### config.mk
export PLATFORM = sky130hd
export DESIGN_NAME = fpx_trap_unit
export DESIGN_NICKNAME = d
export VERILOG_FILES = /design/src/rtl/fpx_trap_pkg.sv /design/src/rtl/fpx_flag_filter.sv /design/src/rtl/fpx_sticky_status.sv /design/src/rtl/fpx_reg_mask.sv /design/src/rtl/fpx_trap_unit.sv
export SDC_FILE = /design/constraint.sdc
export NUM_CORES = 1
export LEC_CHECK = 0
export BUFFER_PORTS_ARGS = -buffer_cell sky130_fd_sc_hd__buf_2
export CORE_AREA = 2 2 90 75
export CTS_CLUSTER_SIZE = 12
export DETAILED_ROUTE_END_ITERATION = 7
export DIE_AREA = 0 0 92 77
export GPL_ROUTABILITY_DRIVEN = 0
export PLACE_DENSITY_LB_ADDON = 0.1
export RECOVER_POWER = 100
export SETUP_SLACK_MARGIN = 0.05
export SLEW_MARGIN = 5
export SYNTH_ARGS = -nofsm -noshare
export SYNTH_HDL_FRONTEND = slang
export SYNTH_SLANG_ARGS = --single-unit
### constraint.sdc
create_clock -name clk -period 1.7 [get_ports clk]
set_clock_uncertainty 0.05 [all_clocks]
set_input_delay 0.34 -clock clk [delete_from_list [all_inputs] [get_ports clk]]
set_output_delay 0.34 -clock clk [all_outputs]
set_load 0.005 [all_outputs]
### src/rtl/fpx_trap_pkg.sv
package fpx_trap_pkg;

    // Flag vector as presented by the pipe (invalid is the MSB).
    typedef struct packed {
        logic inv;
        logic dz;
        logic ovf;
        logic unf;
        logic ine;
    } fpx_flags_t;

    // Summary code as read by the trap handler (invalid is the LSB).
    typedef struct packed {
        logic ine;
        logic unf;
        logic ovf;
        logic dz;
        logic inv;
    } fpx_sum_t;

    typedef enum logic {
        POL_PLAIN = 1'b0,
        POL_SWC   = 1'b1
    } fpx_policy_e;

    typedef struct packed {
        logic     fire;
        fpx_sum_t code;
    } fpx_trap_t;

    localparam int FPX_NFLAG = $bits(fpx_flags_t);

    function automatic fpx_sum_t fpx_to_summary(fpx_flags_t f);
        fpx_sum_t s;
        s.inv = f.inv;
        s.dz  = f.dz;
        s.ovf = f.ovf;
        s.unf = f.unf;
        s.ine = f.ine;
        return s;
    endfunction

endpackage

### src/rtl/fpx_flag_filter.sv
module fpx_flag_filter
    import fpx_trap_pkg::*;
(
    input  logic        valid_i,
    input  fpx_flags_t  flags_i,
    input  fpx_policy_e policy_i,
    input  fpx_flags_t  mask_i,
    output fpx_flags_t  survive_o,
    output logic        fire_o,
    output logic        accum_o
);
    fpx_flags_t gated;

    always_comb begin
        gated = valid_i ? flags_i : '0;
        if (policy_i == POL_SWC) begin
            survive_o = gated & ~mask_i;
        end else begin
            survive_o = gated;
        end
        fire_o  = |survive_o;
        accum_o = (policy_i == POL_SWC) && (|gated);
    end
endmodule

### src/rtl/fpx_sticky_status.sv
module fpx_sticky_status
    import fpx_trap_pkg::*;
(
    input  logic       clk,
    input  logic       rst,
    input  logic       clr_i,
    input  logic       acc_i,
    input  fpx_flags_t flags_i,
    output fpx_flags_t sticky_o
);
    always_ff @(posedge clk) begin
        if (rst || clr_i) begin
            sticky_o <= '0;
        end else if (acc_i) begin
            sticky_o <= sticky_o | flags_i;
        end
    end
endmodule

### src/rtl/fpx_reg_mask.sv
module fpx_reg_mask #(
    parameter int REG_W = 6,
    localparam int NREG = 1 << REG_W
) (
    input  logic             clk,
    input  logic             rst,
    input  logic             clr_i,
    input  logic             set_i,
    input  logic [REG_W-1:0] idx_i,
    output logic [NREG-1:0]  mask_o
);
    for (genvar g = 0; g < NREG; g++) begin : g_bit
        always_ff @(posedge clk) begin
            if (rst || clr_i) begin
                mask_o[g] <= 1'b0;
            end else if (set_i && (idx_i == REG_W'(g))) begin
                mask_o[g] <= 1'b1;
            end
        end
    end
endmodule

### src/rtl/fpx_trap_unit.sv
module fpx_trap_unit
    import fpx_trap_pkg::*;
#(
    parameter int REG_W = 6,
    localparam int NREG = 1 << REG_W
) (
    input  logic                 clk,
    input  logic                 rst,
    input  logic                 clr_i,
    input  logic                 valid_i,
    input  logic [FPX_NFLAG-1:0] flags_i,
    input  logic [REG_W-1:0]     reg_i,
    input  logic                 swc_i,
    input  logic [FPX_NFLAG-1:0] mask_i,
    output logic                 trap_o,
    output logic [FPX_NFLAG-1:0] code_o,
    output logic [FPX_NFLAG-1:0] sticky_o,
    output logic [NREG-1:0]      regmask_o
);
    fpx_flags_t survive;
    fpx_flags_t sticky;
    logic       fire;
    logic       accum;
    fpx_trap_t  trap_q;

    fpx_flag_filter u_filter (
        .valid_i  (valid_i),
        .flags_i  (fpx_flags_t'(flags_i)),
        .policy_i (fpx_policy_e'(swc_i)),
        .mask_i   (fpx_flags_t'(mask_i)),
        .survive_o(survive),
        .fire_o   (fire),
        .accum_o  (accum)
    );

    fpx_sticky_status u_sticky (
        .clk     (clk),
        .rst     (rst),
        .clr_i   (clr_i),
        .acc_i   (accum),
        .flags_i (fpx_flags_t'(flags_i)),
        .sticky_o(sticky)
    );

    fpx_reg_mask #(.REG_W(REG_W)) u_regmask (
        .clk   (clk),
        .rst   (rst),
        .clr_i (clr_i),
        .set_i (fire),
        .idx_i (reg_i),
        .mask_o(regmask_o)
    );

    always_ff @(posedge clk) begin
        if (rst) begin
            trap_q <= '0;
        end else begin
            trap_q.fire <= fire;
            trap_q.code <= fire ? fpx_to_summary(survive) : '0;
        end
    end

    assign trap_o   = trap_q.fire;
    assign code_o   = trap_q.code;
    assign sticky_o = sticky;
endmodule

==> results of run 1 <==
==> flip-flops by register name, summed over array words and instances (netlist names) <==
register	count
u_regmask.mask_o	64
code_o	5
u_sticky.sticky_o	5
trap_o	1
==> worst max-delay path by stage <==
stage                     startpoint                   end  slack, ps  depth (start not counted)
final                     flags_i[0]   u_regmask.mask_o[4]        130                          6
after global routing           swc_i   u_regmask.mask_o[4]        110                          5
after CTS                 flags_i[0]  u_regmask.mask_o[38]         70                          6
after detailed placement  flags_i[0]   u_regmask.mask_o[1]       -300                          6
after global placement    flags_i[0]  u_regmask.mask_o[34]       -290                          6
after floorplan           flags_i[0]   u_regmask.mask_o[1]         -7                          7
==> worst max-delay path: stages <==
cell and delay (ps):
buf_2 150, inv_12 60, o22ai_1 60, or4_4 590, buf_2 280, a32o_1 270
==> stage by stage <==
stage          hold WS [ps]  cells
4_1_cts                 221    411
3_5_place_dp            400    397
6_report                231    412
5_1_grt                 234    412
3_3_place_gp            395    397
2_1_floorplan           398    221
==> layout make-up <==
cell class	count	area, µm²	share of cell area, %
Timing Repair Buffer	114	598	17.6
Multi-Input combinational cell	121	971	28.5
Sequential cell	75	1500	44.1
Clock buffer	11	141	4.16
Clock inverter	3	40.0	1.18
Tap cell	84	105	3.09
Inverter	4	45.0	1.32
==> cell usage in the layout (no fill, tap or decap), drive strengths merged <==
cell type,instances
a21oi,5
a32o,64
nand2,6
and3,1
nor3b,1
nand2b,3
a41oi,1
or2,1
nand3,1
and3b,1
or3b,1
nor4bb,4
and2,1
nor2,19
dfxtp,75
clkinv,2
a21boi,1
nor2b,1
inv,4
bufinv,1
nand3b,2
o22ai,2
or4,1
buf,83
nor3,5
clkbuf,42
==> cells in the mapped netlist <==
cell type   n  area, µm²
nor3_1      4       20.0
nor3b_2     1       12.5
and3b_1     1       8.76
nand3_1     1       5.00
a32o_1     64        641
buf_6       2       22.5
nor4bb_1    4       40.0
nor2_1     19       71.3
a41oi_1     1       8.76
clkbuf_1   11       41.3
inv_1       4       15.0
and2_1      1       6.26
or4_1       1       7.51
or2_2       1       6.26
nand3b_1    2       15.0
or3b_2      1       8.76
and3_1      1       6.26
nor3_2      1       10.0
o22ai_1     2       12.5
nor2b_1     1       6.26
nand2b_1    3       18.8
a21boi_0    1       7.51
a21oi_1     5       25.0
nand2_1     6       22.5
buf_2       8       40.0
dfxtp_1    75       1500
==> power by group <==
part	total, mW	internal (mW)	switching, mW
clock network	1.30	0.698	0.597
logic	0.221	0.0841	0.137
registers	1.77	1.77	0.00420
total	3.29	2.55	0.739
==> metal layers <==
layer / routed length (µm) / vias up / GRT usage, %
li1: - / 1088 / -
met1: 3190 / 1100 / 27.7
met2: 3110 / 76 / 27.9
met3: 536 / 4 / 8.06
met4: 41 / 0 / 4.48
met5: 0 / - / 0
==> logic make-up (layout without fill, tap and decap cells) <==
family / Yosys count / in the layout / share of synthesized area [%]
buf+inv: 25 / 132 / 4.61
compound gates: 73 / 73 / 26.9
simple gates: 48 / 48 / 10.3
flops: 75 / 75 / 58.2
==> timing repair <==
| action | in CTS | in global routing |
|---|---|---|
| gates resized for setup | 0 | 1 |
| setup endpoints to repair | 0 | 10 |
| hold buffers | 0 | 0 |
==> results.cfg, run 1 <==
[final_layout]
utilization_pct = 55.0
diodes = 0
drive_above_1_share_pct = 32.0
fin_area_um2 = 3400
area_growth_syn_to_layout_pct = 31.9
fin_nets = 346
fillers = 594

[global_route]
grtUsageTotal_pct = 19.6
gr-total-overflow = 0
grt_pass1_wl_um = 10900
antenna_found_initial = 0
grt_max_degree = 41
grt_pass1_vias = 2024

[place]
post-dp-hpwl_um = 4710
dpl_worst_slack_ps = -298
io_buffer_count = 95
placed_cell_area_um2 = 3260

[clock_tree]
clkTransAtPathRegs_ps = 70
cts_root_buf = clkbuf_8
cts_tree = yes
cts_sinks = 75
numCtsBuffers = 9
post_cts_buffers = 0
h-tree-depth = 3
worstSkewPairLatency_ps = 340
ctsLongestPathBuffers = 2

[yosys]
netlist_area_um2 = 2580
yosysWarningCount = 0
yosysUniqueCellTypes = 26
syn_inst = 221
ys_seq_elements = 75
syn_area_per_cell_um2 = 11.7
syn_nets = 242
yosysSeqAreaShare_pct = 58.2

[die]
num_rows = 26
die_w_um = 92
chipHeight_um = 77
ios = 96
initial_core_util_pct = 41.7
dieArea_um2 = 7080
core-area_um2 = 6180

[timing]
slew_viol_final = 0
setup_tns_ps = 0
slew_headroom_pct = 56.1
tightestPinTransition_ps = 658
finalCritPeriodShare_pct = 92.2
period_minus_slack_ps = 1570
max_freq_mhz = 638
setup_ws_ps = 133
finalSetupViolCount = 0
hold_viol = 0
rsz0062_at_grt = false

[power_and_ir_drop]
peakVddDrop_mv = 0.520
power_density_nw_per_um2 = 967
leakage_nw = 1.41
power_mw = 3.29

[setup_path]
r2r_cells = 1
critPathMaxFanout = 20
crit_arrival_ps = 1750
critPathRequiredTime_ps = 1880
critPathKind = in -> reg
cp-start-kind = input pin
r2r-start = u_regmask.mask_o[35]
end_kind = register
r2r_slack_ps = 1000
timing.rr.end = u_regmask.mask_o[35]

[hold_path]
hp-class = in -> reg
hold_end = u_sticky.sticky_o[1]
hold_depth = 3
hold_start = flags_i[1]

[drt]
drc = 0
vias_per_cell = 5.50
drtAntennaViolNets = 0
vias = 2268
drt_first_pass_iters = 5
wl_um = 6870
routedWlPerCell_um = 16.7
drt_iter0_drc = 102

[status]
status = completed

[flow_run]
maxCapViolations = 0
(Power assumes the default switching activity.)
==> inputs of run 2 (changes only) <==
--- a/config.mk
+++ b/config.mk
@@ -5,11 +5,12 @@
 export SDC_FILE = /design/constraint.sdc
 export NUM_CORES = 1
 export LEC_CHECK = 0
+export ABC_AREA = 1
 export BUFFER_PORTS_ARGS = -buffer_cell sky130_fd_sc_hd__buf_2
-export CORE_AREA = 2 2 90 75
+export CORE_AREA = 2 2 93 77
 export CTS_CLUSTER_SIZE = 12
 export DETAILED_ROUTE_END_ITERATION = 7
-export DIE_AREA = 0 0 92 77
+export DIE_AREA = 0 0 95 79
 export GPL_ROUTABILITY_DRIVEN = 0
 export PLACE_DENSITY_LB_ADDON = 0.1
 export RECOVER_POWER = 100
@@ -17,4 +18,5 @@
 export SLEW_MARGIN = 5
 export SYNTH_ARGS = -nofsm -noshare
 export SYNTH_HDL_FRONTEND = slang
+export SYNTH_HIERARCHICAL = 1
 export SYNTH_SLANG_ARGS = --single-unit
==> run 2 against run 1 <==
Against the previous run: register-to-register slack improved by 50 ps; synthesized cell count increased by 73%; flip-flop and latch count unchanged; design area increased by 4.6%.
==> results.cfg, run 2 <==
[status]
status = completed

[setup_path]
crit_arrival_ps = 1640
critPathRequiredTime_ps = 1920
max_stage_delay_ps = 260
r2r-start = u_regmask/mask_o[38]
end_kind = register
cp-start-kind = input pin
critPathKind = in -> reg
slowest_stage = clkbuf_2
worstPathCellList = buf_2 -> nand2_1 -> inv_1 -> nand2_1 -> nand2_1 -> nor2_1 -> nand2_1 -> nand2_1 -> nor2_4 -> clkbuf_2 -> nand2_1 -> a21oi_1
crit_family = simple AND/OR/NAND/NOR gates
critPathMaxFanout = 11
timing.rr.end = u_regmask/mask_o[38]
path_buf_inv = 3
r2r_slack_ps = 1050
r2r_cells = 2
cp_common_cell = nand2_1

[yosys]
netlist_area_um2 = 2810
yosysTopAreaCellShare_pct = 53.5
syn_area_per_cell_um2 = 7.33
yosysSeqAreaShare_pct = 53.5
postSynth.asyncResetShare_pct = 0
synth.top_cells.by_count = 96 x nand2_1, 90 x inv_1, 75 x dfxtp_1
syn_inst = 383
synth_most_common_cell = nand2_1
synth.largest_area_cell = dfxtp_1
yosysUniqueCellTypes = 16
synth_edf_count = 0
synthFlopType = dfxtp_1
synth.area.top_cells = dfxtp_1 53%, nand2_1 13%, inv_1 12%
ys_seq_elements = 75
syn_nets = 404
yosysWarningCount = 6

[power_and_ir_drop]
power_density_nw_per_um2 = 940
p_int_mw = 2.53
leakage_nw = 1.51
clkPwrFrac_pct = 39.8
netSwitchingFraction_pct = 24.4
combPwrFrac_pct = 7.1
power.switching_mw = 0.814
p_seq_share_pct = 53.1
peakVddDrop_mv = 0.542

[die]
die_w_um = 95
initial_core_util_pct = 42.2
ios = 96
dieArea_um2 = 7510
num_rows = 27
core-area_um2 = 6660
chipHeight_um = 79

[drt]
drc = 0
vias_per_cell = 4.41
routedWlPerCell_um = 11.8
wl_um = 6830
drtAntennaViolNets = 0
drt_first_pass_iters = 4
drt_iter0_drc = 107
vias = 2555

[timing]
max_freq_mhz = 703
slew_headroom_pct = 67.6
slew_viol_final = 0
rsz0062_at_grt = false
hold_viol = 0
finalCritPeriodShare_pct = 83.6
tightestPinTransition_ps = 482
finalSetupViolCount = 0
whs_ps = 235
period_minus_slack_ps = 1420

[final_layout]
drive_above_1_share_pct = 17.8
fin_area_um2 = 3560
mostFrequentLayoutCells = 97 x nand2_1, 90 x inv_1, 75 x dfxtp_1
fillers = 711
fin_nets = 509
mostFrequentLayoutCell = nand2_1
largest_register = u_regmask/mask_o
utilization_pct = 53.5
diodes = 0
largest_reg_flops = 64
area_growth_syn_to_layout_pct = 26.7

[global_route]
antenna_found_initial = 0
grtUsageTotal_pct = 18.5
grt_pass1_vias = 2271
gr-total-overflow = 0
grt_pass1_wl_um = 10600
grt_max_degree = 65

[clock_tree]
cts_root_buf = clkbuf_8
cts_sinks = 75
cts_hold_buf = 0
post_cts_buffers = 0
clkTransAtPathRegs_ps = 80
worstSkewPairLatency_ps = 330
h-tree-depth = 3
ctsLongestPathBuffers = 2
cts_resized = 0
numCtsBuffers = 9
cts_tree = yes

[hold_path]
hold_depth = 4
hp-class = in -> reg
hold_start = mask_i[4]
hold_end = code_o[0]

[place]
placed_cell_area_um2 = 3440
io_buffer_count = 95
post-dp-hpwl_um = 4990

[flow_run]
maxCapViolations = 0
run 2: changes by cell type after synthesis, sizes merged, moves of 5 or more:
cell,change
a21oi,+58
a32o,-64
clkbuf,-9
inv,+86
nand2,+91
nand3,+5
nor2,+18
nor3,-5
run 2: cell families (layout without fill, tap and decap cells):
kind of cell	Yosys count	after routing	synth area share [%]
buffers and inverters	101	211	14.2
AOI/OAI and AO/OA	66	66	12.3
DFF	75	75	53.5
and+or+nand+nor	141	141	20.1
run 2: routing by layer:
metal | vias up | wire length (µm) | track usage [%] | part of all wire, %
met5 | - | 0 | 0 | 0
met4 | 0 | 65 | 6.09 | 0.95
met3 | 5 | 430 | 6.93 | 6.3
met2 | 66 | 3010 | 27.6 | 44
met1 | 1143 | 3320 | 24.8 | 49
li1 | 1341 | - | - | -
run 2: through the flow:
step                total power [mW]  worst slack, ps  setup TNS [ps]  std cells
CTS                             3.40              267               0        579
detailed placement              2.07             -101           -1190        563
global placement                2.06            -39.0            -293        563
global route                    3.48             91.2               0        580
floorplan                       1.96              225               0        383
finish                          3.34              278               0        580
run 2: how the worst max path moves through the flow:
| stage | start | endpoint | slack (ps) | depth (start not counted) |
|---|---|---|---|---|
| finish | valid_i | u_regmask/mask_o[56] | 280 | 12 |
| detailed placement | swc_i | u_regmask/mask_o[16] | -100 | 10 |
| floorplan | flags_i[1] | u_regmask/mask_o[23] | 220 | 11 |
| global route | valid_i | u_regmask/mask_o[57] | 90 | 12 |
| CTS | swc_i | u_regmask/mask_o[16] | 270 | 10 |
| global placement | swc_i | u_regmask/mask_o[16] | -40 | 10 |
run 2: tightest hold or removal path, delay by kind of cell:
family                 cells  cell delay (ps)
buffers and inverters      2              150
AO/OA/AOI/OAI              1               50
AND/OR/NAND/NOR            1               40
run 2: area by class of cell:
class	instances	area (µm²)	share of cell area, %
Multi-Input combinational cell	207	898	25.2
Inverter	90	338	9.49
Clock buffer	10	128	3.59
Clock inverter	6	63.8	1.79
Timing Repair Buffer	105	520	14.6
Tap cell	87	109	3.06
Sequential cell	75	1500	42.2
run 2: power groups by stage:
| stage | clock network, mW | registers (mW) | logic (mW) |
|---|---|---|---|
| floorplan | 0 | 1.82 | 0.135 |
| global placement | 0 | 1.82 | 0.246 |
| detailed placement | 0 | 1.82 | 0.249 |
| CTS | 1.38 | 1.78 | 0.250 |
| global route | 1.44 | 1.78 | 0.265 |
| finish | 1.33 | 1.78 | 0.236 |
